==> src/rtl/udiv_pkg.sv <==
package udiv_pkg;
  typedef enum logic {
    ST_IDLE = 1'b0,
    ST_RUN  = 1'b1
  } udiv_state_e;
endpackage

==> src/rtl/udiv_rst_sync.sv <==
module udiv_rst_sync #(
  parameter int STAGES = 2
) (
  input  logic clk,
  input  logic rst_n,
  output logic rst_sync_n
);
  logic [STAGES-1:0] chain_q;
  logic [STAGES-1:0] chain_d;

  always_comb begin
    chain_d = {chain_q[STAGES-2:0], 1'b1};
  end

  always_ff @(posedge clk or negedge rst_n) begin
    if (!rst_n) chain_q <= '0;
    else        chain_q <= chain_d;
  end

  assign rst_sync_n = chain_q[STAGES-1];
endmodule

==> src/rtl/udiv_ctrl.sv <==
module udiv_ctrl
  import udiv_pkg::*;
#(
  parameter int W   = 8,
  parameter int LAT = 12
) (
  input  logic clk,
  input  logic rst_n,
  input  logic start_i,
  output logic load_o,
  output logic step_o,
  output logic fin_o,
  output logic busy_o,
  output logic done_o
);
  localparam int CW = $clog2(LAT);

  udiv_state_e   state_q, state_d;
  logic [CW-1:0] cnt_q, cnt_d;
  logic          done_q, done_d;

  always_comb begin
    load_o  = (state_q == ST_IDLE) && start_i;
    step_o  = (state_q == ST_RUN) && (cnt_q < CW'(W));
    fin_o   = (state_q == ST_RUN) && (cnt_q == CW'(LAT - 1));
    state_d = state_q;
    cnt_d   = cnt_q;
    done_d  = fin_o;
    if (load_o) begin
      state_d = ST_RUN;
      cnt_d   = '0;
    end else if (fin_o) begin
      state_d = ST_IDLE;
      cnt_d   = '0;
    end else if (state_q == ST_RUN) begin
      cnt_d   = cnt_q + 1'b1;
    end
  end

  always_ff @(posedge clk or negedge rst_n) begin
    if (!rst_n) begin
      state_q <= ST_IDLE;
      cnt_q   <= '0;
      done_q  <= 1'b0;
    end else begin
      state_q <= state_d;
      cnt_q   <= cnt_d;
      done_q  <= done_d;
    end
  end

  assign busy_o = (state_q == ST_RUN);
  assign done_o = done_q;
endmodule

==> src/rtl/udiv_dp.sv <==
module udiv_dp #(
  parameter int W = 8
) (
  input  logic         clk,
  input  logic         rst_n,
  input  logic         load_i,
  input  logic         step_i,
  input  logic         fin_i,
  input  logic [W-1:0] dividend_i,
  input  logic [W-1:0] divisor_i,
  output logic [W-1:0] quot_o,
  output logic [W-1:0] rem_o,
  output logic         carry_o,
  output logic         ovf_o
);
  logic [W-1:0] dsr_q;
  logic [W-1:0] work_q, work_d;
  logic [W-1:0] part_q, part_d;
  logic [W:0]   shifted;
  logic [W-1:0] diff;
  logic         fits;
  logic         zero_div;

  // Restoring step: bring in the next dividend bit, subtract when it fits.
  // The quotient bits collect in work_q as the dividend shifts out of it.
  always_comb begin
    shifted  = {part_q, work_q[W-1]};
    fits     = (shifted >= {1'b0, dsr_q});
    diff     = shifted[W-1:0] - dsr_q;
    zero_div = (dsr_q == '0);
    work_d   = work_q;
    part_d   = part_q;
    if (load_i) begin
      work_d = dividend_i;
      part_d = '0;
    end else if (step_i) begin
      work_d = {work_q[W-2:0], fits};
      part_d = fits ? diff : shifted[W-1:0];
    end
  end

  always_ff @(posedge clk or negedge rst_n) begin
    if (!rst_n) begin
      dsr_q  <= '0;
      work_q <= '0;
      part_q <= '0;
    end else begin
      if (load_i) dsr_q <= divisor_i;
      work_q <= work_d;
      part_q <= part_d;
    end
  end

  // Result stage. With a zero divisor every trial fits, so the loop gives
  // an all-ones quotient and a remainder equal to the dividend by itself.
  always_ff @(posedge clk or negedge rst_n) begin
    if (!rst_n) begin
      quot_o  <= '0;
      rem_o   <= '0;
      carry_o <= 1'b0;
      ovf_o   <= 1'b0;
    end else if (fin_i) begin
      quot_o  <= work_q;
      rem_o   <= part_q;
      carry_o <= 1'b0;
      ovf_o   <= zero_div;
    end
  end
endmodule

==> src/rtl/udiv_unit.sv <==
module udiv_unit #(
  parameter int WIDTH        = 8,
  parameter int MACH_CYCLES  = 4,
  parameter int CLK_PER_MACH = 3
) (
  input  logic             clk,
  input  logic             rst_n,
  input  logic             start_i,
  input  logic [WIDTH-1:0] dividend_i,
  input  logic [WIDTH-1:0] divisor_i,
  output logic [WIDTH-1:0] quot_o,
  output logic [WIDTH-1:0] rem_o,
  output logic             carry_o,
  output logic             ovf_o,
  output logic             busy_o,
  output logic             done_o
);
  // LAT must be at least WIDTH + 1 so the iterations end before completion.
  localparam int LAT = MACH_CYCLES * CLK_PER_MACH;

  logic rst_int_n;
  logic load, step, fin;

  udiv_rst_sync #(.STAGES(2)) u_rst (
    .clk        (clk),
    .rst_n      (rst_n),
    .rst_sync_n (rst_int_n)
  );

  udiv_ctrl #(.W(WIDTH), .LAT(LAT)) u_ctrl (
    .clk     (clk),
    .rst_n   (rst_int_n),
    .start_i (start_i),
    .load_o  (load),
    .step_o  (step),
    .fin_o   (fin),
    .busy_o  (busy_o),
    .done_o  (done_o)
  );

  udiv_dp #(.W(WIDTH)) u_dp (
    .clk        (clk),
    .rst_n      (rst_int_n),
    .load_i     (load),
    .step_i     (step),
    .fin_i      (fin),
    .dividend_i (dividend_i),
    .divisor_i  (divisor_i),
    .quot_o     (quot_o),
    .rem_o      (rem_o),
    .carry_o    (carry_o),
    .ovf_o      (ovf_o)
  );
endmodule

==> config.mk <==
export PLATFORM = sky130hd
export DESIGN_NAME = udiv_unit
export DESIGN_NICKNAME = d
export VERILOG_FILES = /design/src/rtl/udiv_pkg.sv /design/src/rtl/udiv_rst_sync.sv /design/src/rtl/udiv_ctrl.sv /design/src/rtl/udiv_dp.sv /design/src/rtl/udiv_unit.sv
export SDC_FILE = /design/constraint.sdc
export NUM_CORES = 1
export LEC_CHECK = 0
export BUFFER_PORTS_ARGS = -buffer_cell sky130_fd_sc_hd__buf_4
export CORE_MARGIN = 8
export CORE_UTILIZATION = 60
export DETAILED_ROUTE_END_ITERATION = 8
export PLACE_DENSITY_LB_ADDON = 0.12
export SKIP_CTS_REPAIR_TIMING = 1
export SYNTH_ARGS = -nofsm -noshare
export SYNTH_HDL_FRONTEND = slang
export SYNTH_SLANG_ARGS = --single-unit
==> constraint.sdc <==
create_clock -name clk -period 4.1 [get_ports clk]
set_input_delay 0.205 -clock clk [delete_from_list [all_inputs] [get_ports clk]]
set_output_delay 0.205 -clock clk [all_outputs]
set_load 0.1 [all_outputs]
==> flow_results.org, run 1 <==
** Synthesis
- The share of the Yosys chip area taken by registers is 0.508.
- Count of warnings emitted by yosys :: 0
- Distinct cell type count of the synthesized netlist :: 45
- sky130_fd_sc_hd__dfrtp_1 takes more of the synthesized area than any other cell.
- Top-area cell type share of the netlist area :: 0.508
- Syn Nets :: 282
- The synthesized design contains 49 register bits.
- The cell count after synthesis came out at 253.
- Async SR Flop Fraction :: 1.00
- Number of enable-type register cells in the synthesized netlist :: 0
- Cell types with the largest area share after synthesis :: sky130_fd_sc_hd__dfrtp_1, sky130_fd_sc_hd__nand2_1, sky130_fd_sc_hd__ha_1
- In this run the cell area of the synthesized design comes to 2410 µm².
- The average instance in the mapped netlist occupies 9.54 µm².
- For this run, the leading register cell type out of synthesis is sky130_fd_sc_hd__dfrtp_1.

** Floorplanning
- In this run the horizontal extent of the chip is 79.4 µm.
- The die is 79.4 µm tall.
- Number of top-level design ports :: 39
- After floorplanning, the core was sized to cover 3940 µm².
- Starting utilization of the core area :: 0.612
- The floorplan step defined a die boundary enclosing 6310 µm².
- Standard-cell rows :: 23

** STA
- Shortest period the worst path allows :: 2.42 ns
- Number of endpoints with negative hold slack in the final report :: 0
- The clock arrives with 0.00780 ns of skew.
- Max Transition Viols Final :: 0
- Setup repair after global routing left no endpoint under its margin.
- Static timing analysis puts the maximum clock frequency at 413 MHz.
- Setup violations remaining at the end of the flow were counted as 0.
- The worst pin sits at a relative slew slack of 0.342.
- Transition time of the tightest slew-check pin :: 0.988 ns
- In the finished design, the share of the clock period the worst path needs comes to 0.591.
- Setup total negative slack :: 0 ns

** Place
- Routability congestion estimate :: 0.873
- Detailed placement ended at an HPWL of 3850 µm.
- Port buffering added 37 buffers.
- Post-placement cell count :: 330

** Final layout
- In the final layout, the share of cells above drive strength 1 is 0.197.
- Post-route non-filler standard cell count :: 339
- Layout fillers :: 320
- In the final design database the tool counted 317 nets.
- The number of antenna diodes in the final layout is 0.
- Relative to the synthesized area, the layout overhead comes to 15.8%.

** Setup path
- For this design, the slowest cell found on the critical path is sky130_fd_sc_hd__a2111oi_4.
- Kind of launch point of the worst setup path :: register
- On the worst path, the slowest cell contributes a delay of 0.79 ns.
- The worst setup path is of the register to register kind.
- For the worst setup path, the data arrival time is 2.60 ns.
- Required time reported for the critical path endpoint :: 4.28 ns
- CP cell instances :: ha_1 -> a21oi_2 -> o21ai_2 -> a2111oi_4 -> mux2i_1 -> o21ai_0
- Sort of element at the end of the critical path :: register
- Worst-path fanout max :: 13

** Routing
- Wirelength per Cell :: 15.3 µm
- The final layout contains routed wiring with a total length of 5170 µm.
- The first detailed-routing pass ran for 4 iterations.
- Drt via density :: 5.65
- Detailed routing inserted a total of 1,916 vias.
- DR DRC count :: 0
- The count of nets left with antenna violations once routing finished came out at 0.
- Iteration-0 DRC count of the detailed router :: 126

** Clock network
- The H-tree was split into 2 levels.
- Clock tree synthesis selected as its root buffer the cell sky130_fd_sc_hd__clkbuf_8.
- Clock tree synthesis found a total of 49 sinks.
- CTS buffer count :: 5
- TritonCTS built the clock tree.
- At the later pin of the worst-skew pair, clock insertion delay measures 0.30 ns.
- No sink is reached through more buffers than the 2 on the longest clock path.
- Clock-pin slew reported for the worst setup and hold paths after clock tree synthesis :: 0.08 ns

** Flow run
- Maxcap violations :: 0

** Global routing
- Maximum number of pins on one net before global-route repair :: 48
- Wire length of the first global-routing pass :: 8470 µm
- Number of antenna violations at the first check in global routing :: 0
- Overflow left after global routing :: 0
- Across every metal layer, demand over resource in global routing totals 0.167.
- Number of global-route vias before repair :: 1,800

** Worst hold path
- Kind of path behind the tightest hold check :: input port to register

** Run status
- The flow ran to the end, and the final reports show no timing, DRC or antenna violations.
[critical path, delay by kind of cell, from the launching register on]
| family | cells | cell delay, ns |
|---|---|---|
| DFF | 1 | 0.43 |
| adders and majority gates | 1 | 0.38 |
| muxes | 1 | 0.26 |
| AOI/OAI and AO/OA | 4 | 1.23 |
[path summary, 6_finish.rpt]
path / from / to / slack [ns] / cells past startpoint
worst max-delay path: u_dp.part_q[5] / u_dp.part_q[7] / 1.68 / 6
worst min-delay path: divisor_i[1] / u_dp.dsr_q[1] / 0.11 / 3
worst max register to register: u_dp.part_q[5] / u_dp.part_q[7] / 1.68 / 6
worst min register to register: u_rst.chain_q[0] / u_rst.chain_q[1] / 0.38 / 0
max in group asynchronous: u_rst.chain_q[1] / u_dp.ovf_o / 3.05 / 0
min in group asynchronous: rst_n / u_rst.chain_q[0] / 0.20 / 2
[synthesized netlist by cell type (3+ instances only)]
| master | n |
|---|---|
| sky130_fd_sc_hd__clkbuf_1 | 5 |
| sky130_fd_sc_hd__nor2b_1 | 5 |
| sky130_fd_sc_hd__a21oi_1 | 4 |
| sky130_fd_sc_hd__ha_1 | 9 |
| sky130_fd_sc_hd__nand2_1 | 77 |
| sky130_fd_sc_hd__nor2_1 | 7 |
| sky130_fd_sc_hd__nand3b_1 | 3 |
| sky130_fd_sc_hd__nand3_1 | 5 |
| sky130_fd_sc_hd__mux2i_1 | 4 |
| sky130_fd_sc_hd__o21ai_0 | 21 |
| sky130_fd_sc_hd__xnor2_1 | 4 |
| sky130_fd_sc_hd__a22o_1 | 3 |
| sky130_fd_sc_hd__inv_1 | 10 |
| sky130_fd_sc_hd__a22oi_1 | 7 |
| sky130_fd_sc_hd__dfrtp_1 | 49 |
| sky130_fd_sc_hd__o311ai_0 | 3 |
[final cells by class]
| class | count | area [µm²] | area share |
|---|---|---|---|
| flip-flops and latches | 49 | 1230 | 0.439 |
| multi-input cells | 182 | 1070 | 0.382 |
| repair buffers | 40 | 303 | 0.108 |
| clock buffers | 6 | 82.6 | 0.0295 |
| well taps | 50 | 62.6 | 0.0224 |
| inverters | 10 | 37.5 | 0.0134 |
| clock inverters | 2 | 13.8 | 0.00492 |
[layout by cell type (no fill, tap or decap), drive strengths merged, types with 2 or more instances in the layout]
| master | instances |
|---|---|
| nand3 | 5 |
| a22oi | 7 |
| nand3b | 3 |
| a21oi | 5 |
| mux2i | 4 |
| o311ai | 3 |
| nand2 | 77 |
| a22o | 3 |
| ha | 9 |
| o21a | 2 |
| nor2 | 7 |
| conb | 2 |
| dfrtp | 49 |
| buf | 39 |
| nor4 | 2 |
| or2 | 3 |
| xnor2 | 4 |
| clkinv | 2 |
| clkbuf | 6 |
| nor3 | 2 |
| inv | 10 |
| a32oi | 2 |
| o21ai | 22 |
| nand2b | 2 |
| nor2b | 5 |
[metal layers]
metal / vias up / wire length [µm] / global-route usage
li1: 926 / - / -
met1: 934 / 2170 / 0.213
met2: 48 / 2610 / 0.267
met3: 8 / 314 / 0.0417
met4: 0 / 74 / 0.0593
met5: - / 0 / 0
[sequential cells by signal (all words and copies together), names as in the netlist]
name,cells
u_ctrl.cnt_q,4
u_ctrl.done_o,1
u_dp.dsr_q,8
u_rst.chain_q,2
u_dp.part_q,8
u_dp.ovf_o,1
u_ctrl.busy_o,1
u_dp.work_q,8
u_dp.rem_o,8
u_dp.quot_o,8
[metrics by stage]
step           utilization  cell area [µm²]  hold WS, ns  setup slack, ns
6_report             0.709             2800        0.109             1.68
5_1_grt              0.709             2800        0.105             1.53
3_3_place_gp         0.682             2690      -0.0116             1.76
3_5_place_dp         0.682             2690     -0.00857             1.71
2_1_floorplan            -             2410      -0.0906             1.82
4_1_cts              0.706             2790       -0.339             1.68
[logic make-up after synthesis]
group | synth area share
adders and majority gates | 0.0550
and+or+nand+nor | 0.199
AOI/OAI and AO/OA | 0.150
muxes | 0.0213
other | 0.00311
xor gates and xnor gates | 0.0145
DFF | 0.508
buffers and inverters | 0.0493
Power of run 1 is left out: the tool's default activity adds up to more than one toggle a clock period on the data nets, which glitch-free logic cannot reach.
==> run 2: changes to the inputs <==
--- a/config.mk
+++ b/config.mk
@@ -5,9 +5,10 @@
 export SDC_FILE = /design/constraint.sdc
 export NUM_CORES = 1
 export LEC_CHECK = 0
+export ABC_AREA = 1
 export BUFFER_PORTS_ARGS = -buffer_cell sky130_fd_sc_hd__buf_4
 export CORE_MARGIN = 8
-export CORE_UTILIZATION = 60
+export CORE_UTILIZATION = 51
 export DETAILED_ROUTE_END_ITERATION = 8
 export PLACE_DENSITY_LB_ADDON = 0.12
 export SKIP_CTS_REPAIR_TIMING = 1
==> constraint.sdc (replaced) <==
create_clock -name clk -period 2.2 [get_ports clk]
set_input_delay 0.11 -clock clk [delete_from_list [all_inputs] [get_ports clk]]
set_output_delay 0.11 -clock clk [all_outputs]
set_load 0.1 [all_outputs]
==> flow_results.org, run 2 <==
** Synthesis
- Syn Nets :: 318 (was 282)
- Most frequently used flop master after synthesis :: sky130_fd_sc_hd__dfrtp_1 (unchanged)
- Cell types with the largest area share after synthesis: sky130_fd_sc_hd__dfrtp_1, sky130_fd_sc_hd__nand2_1, sky130_fd_sc_hd__inv_1 (was sky130_fd_sc_hd__dfrtp_1, sky130_fd_sc_hd__nand2_1, sky130_fd_sc_hd__ha_1).
- Async SR Flop Fraction :: 1.00 (unchanged)
- The proportion of netlist area held by the largest area contributor is 0.494 (was 0.508).
- The leading cell type by number of instances after synthesis is sky130_fd_sc_hd__nand2_1 (unchanged).
- Summed instance area of the synthesized netlist :: 2480 µm² (was 2410 µm²)
- The count of distinct cell types in the synthesized netlist came to 34 (was 45).
- The total number of yosys warnings was 0 (unchanged).
- The leading area contributor after synthesis was sky130_fd_sc_hd__dfrtp_1 (unchanged).
- The number of enable flip-flop cells after synthesis is 0 (unchanged).
- The register bit total from synthesis is 49 (unchanged).
- Post-Syn Instances :: 289 (was 253)
- The synthesized area divided by synthesized cell count is 8.58 µm² (was 9.54 µm²).
- Share of synthesized area occupied by flip-flops and latches :: 0.494 (was 0.508)
- Most instantiated cells after synthesis: sky130_fd_sc_hd__nand2_1, sky130_fd_sc_hd__dfrtp_1, sky130_fd_sc_hd__inv_1, sky130_fd_sc_hd__nand3_1, sky130_fd_sc_hd__o21ai_1 (was sky130_fd_sc_hd__nand2_1, sky130_fd_sc_hd__dfrtp_1, sky130_fd_sc_hd__o21ai_0, sky130_fd_sc_hd__inv_1, sky130_fd_sc_hd__ha_1).

** STA
- Tcrit/Tclk final :: 0.796 (was 0.591)
- Setup total negative slack :: 0 ns (unchanged)
- The post-route minimum period was 1.75 ns (was 2.42 ns).
- The number of failing setup endpoints in the final timing report came to 0 (unchanged).
- The fmax was 571 MHz (was 413 MHz).
- Worst clock skew :: 0.00687 ns (was 0.00780 ns)
- Max Transition Viols Final :: 0 (unchanged)
- The slew at the pin closest to its max-slew limit is 0.503 ns (was 0.988 ns).
- The worst max-slew margin expressed relative to the limit is 0.664 (was 0.342).
- Unrepaired setup endpoints after global routing: no (unchanged).
- The final hold violation count was 0 (unchanged).

** Routing
- First-pass iteration count of the detailed router :: 4 (unchanged)
- The routed length per placed instance was 13.5 µm (was 15.3 µm).
- DR DRC count :: 0 (unchanged)
- ANT nets after route :: 0 (unchanged)
- Iteration-0 DRC count of the detailed router :: 262 (was 126)
- The number of vias in the routed layout came to 2,007 (was 1,916).
- The via density per instance came to 5.21 (was 5.65).
- Wirelength, routed :: 5190 µm (was 5170 µm)

** Worst hold path
- The class of the worst hold path is input port to register (unchanged).

** Final layout
- Layout fillers :: 447 (was 320)
- The total inserted antenna cells came to 0 (unchanged).
- Share of cells above drive strength 1 :: 0.193 (was 0.197)
- Number of nets in the finished design :: 360 (was 317)
- The layout overhead on the synthesized area came to 17.6% (was 15.8%).
- Most common cell after layout, fill and taps aside :: sky130_fd_sc_hd__nand2_1 (unchanged)
- Commonest cells after routing, fill and taps aside: sky130_fd_sc_hd__nand2_1, sky130_fd_sc_hd__dfrtp_1, sky130_fd_sc_hd__buf_4, sky130_fd_sc_hd__inv_1, sky130_fd_sc_hd__nand3_1 (was sky130_fd_sc_hd__nand2_1, sky130_fd_sc_hd__dfrtp_1, sky130_fd_sc_hd__buf_4, sky130_fd_sc_hd__o21ai_0, sky130_fd_sc_hd__inv_1).

** Floorplanning
- Total die area :: 7350 µm² (was 6310 µm²)
- Starting utilization of the core area :: 0.529 (was 0.612)
- Number of top-level design ports :: 39 (unchanged)
- Standard-cell rows :: 25 (was 23)
- DIE HEIGHT :: 85.7 µm (was 79.4 µm)
- The die span in x came to 85.7 µm (was 79.4 µm).
- CORE AREA :: 4690 µm² (was 3940 µm²)

** Setup path
- In this design, the critical path's most frequently occurring cell is sky130_fd_sc_hd__nand2_1.
- Category of cells accounting for the largest share of critical-path delay :: simple AND/OR/NAND/NOR gates (was compound AO/OA/AOI/OAI gates)
- CP cell instances :: ha_1 -> nand2_1 -> nand2_1 -> nand2_1 -> nand2_1 -> nor2_4 -> nand2_4 -> nand2_1 -> o211ai_1 (was ha_1 -> a21oi_2 -> o21ai_2 -> a2111oi_4 -> mux2i_1 -> o21ai_0)
- The worst setup path category is register to register (unchanged).
- The critical path capture point type is a register (unchanged).
- The kind of launch point of the worst setup path is a register (unchanged).
- Required time reported for the critical path endpoint :: 2.38 ns (was 4.28 ns)
- Slowest-stage cell, CP :: sky130_fd_sc_hd__dfrtp_1 (was sky130_fd_sc_hd__a2111oi_4)
- The count of buffering cells on the critical path with inverters included was 0 (unchanged).
- Largest stage delay on the critical path :: 0.42 ns (was 0.79 ns)
- The endpoint arrival time on the critical path is 1.93 ns (was 2.60 ns).
- The critical-path maximum fanout is 9 (was 13).

** Global routing
- Number of antenna violations at the first check in global routing :: 0 (unchanged)
- The overall overflow remaining after global route came to 0 (unchanged).
- The pin count of the biggest net entering global routing is 37 (was 48).
- The overall track demand over capacity in global routing came to 0.151 (was 0.167).
- Wire length of the first global-routing pass :: 8910 µm (was 8470 µm)
- Number of global-route vias before repair :: 1,926 (was 1,800)

** Clock network
- The worst-skew pair later-pin latency came to 0.30 ns (about the same).
- Number of clock sinks :: 49 (unchanged)
- The largest buffer count on any clock path is 2 (unchanged).
- Clock-pin slew reported for the worst setup and hold paths after clock tree synthesis :: 0.09 ns (was 0.08 ns)
- The TritonCTS clock tree was yes (unchanged).
- H-tree levels :: 2 (unchanged)
- The clock buffer count from CTS was 5 (unchanged).
- CTS root buffer :: sky130_fd_sc_hd__clkbuf_8 (unchanged)

** Place
- Routability congestion estimate :: 0.894 (was 0.873)
- Half-perimeter wire length after detailed placement :: 3980 µm (was 3850 µm)
- The number of buffers inserted by port buffering is 37 (unchanged).

** Flow run
- The max capacitance violation total came to 0 (unchanged).

** Run status
- Result of the run :: complete, no violations (unchanged)
==> run 2: final timing paths <==
check,startpoint,end,slack (ns),depth (start not counted)
max reg2reg,u_dp.part_q[5],u_dp.work_q[0],0.45,9
max in group asynchronous,u_rst.chain_q[1],u_dp.rem_o[3],1.45,1
max,u_dp.part_q[5],u_dp.work_q[0],0.45,9
min in group asynchronous,rst_n,u_rst.chain_q[1],0.13,2
min reg2reg,u_rst.chain_q[1],u_ctrl.done_o,0.24,0
min,divisor_i[3],u_dp.dsr_q[3],0.01,3
==> run 2: area by class of cell <==
cell class,instances,area [µm²],share of cell area
Timing Repair Buffer,41,323,0.111
Sequential cell,49,1230,0.421
Clock inverter,1,5.00,0.00172
Clock buffer,6,72.6,0.0249
Tap cell,54,67.6,0.0232
Inverter,43,164,0.0562
Multi-Input combinational cell,191,1060,0.363
==> run 2: per-stage QoR <==
step / hold WS [ns] / utilization / std cells / instance area [µm²] / worst slack [ns]
floorplan: -0.186 / - / 289 / 2480 / 0.379
global placement: -0.106 / 0.603 / 377 / 2830 / 0.486
detailed placement: -0.106 / 0.603 / 377 / 2830 / 0.471
CTS: -0.440 / 0.619 / 384 / 2910 / 0.456
global route: 0.0160 / 0.622 / 385 / 2920 / 0.289
finish: 0.0118 / 0.622 / 385 / 2920 / 0.449
==> run 2: logic make-up after synthesis <==
family          share of synthesized area
compound gates                     0.0913
xor+xnor                           0.0106
fa+ha+maj                          0.0535
buf+inv                            0.0792
flops                               0.494
other cells                       0.00303
simple gates                        0.268
==> run 2: routing by layer <==
layer	track usage	wire, µm
met1	0.207	2510
met2	0.224	2330
met3	0.0478	315
met4	0.0382	39
met5	0	0
==> run 2: worst register-to-register path, cell delays in order, from the launching register on <==
cell and delay, ns:
sky130_fd_sc_hd__dfrtp_1 0.42, sky130_fd_sc_hd__ha_1 0.38, sky130_fd_sc_hd__nand2_1 0.10, sky130_fd_sc_hd__nand2_1 0.08
sky130_fd_sc_hd__nand2_1 0.06, sky130_fd_sc_hd__nand2_1 0.08, sky130_fd_sc_hd__nor2_4 0.24, sky130_fd_sc_hd__nand2_4 0.12
sky130_fd_sc_hd__nand2_1 0.08, sky130_fd_sc_hd__o211ai_1 0.08
Power of run 2 is left out for the same reason.
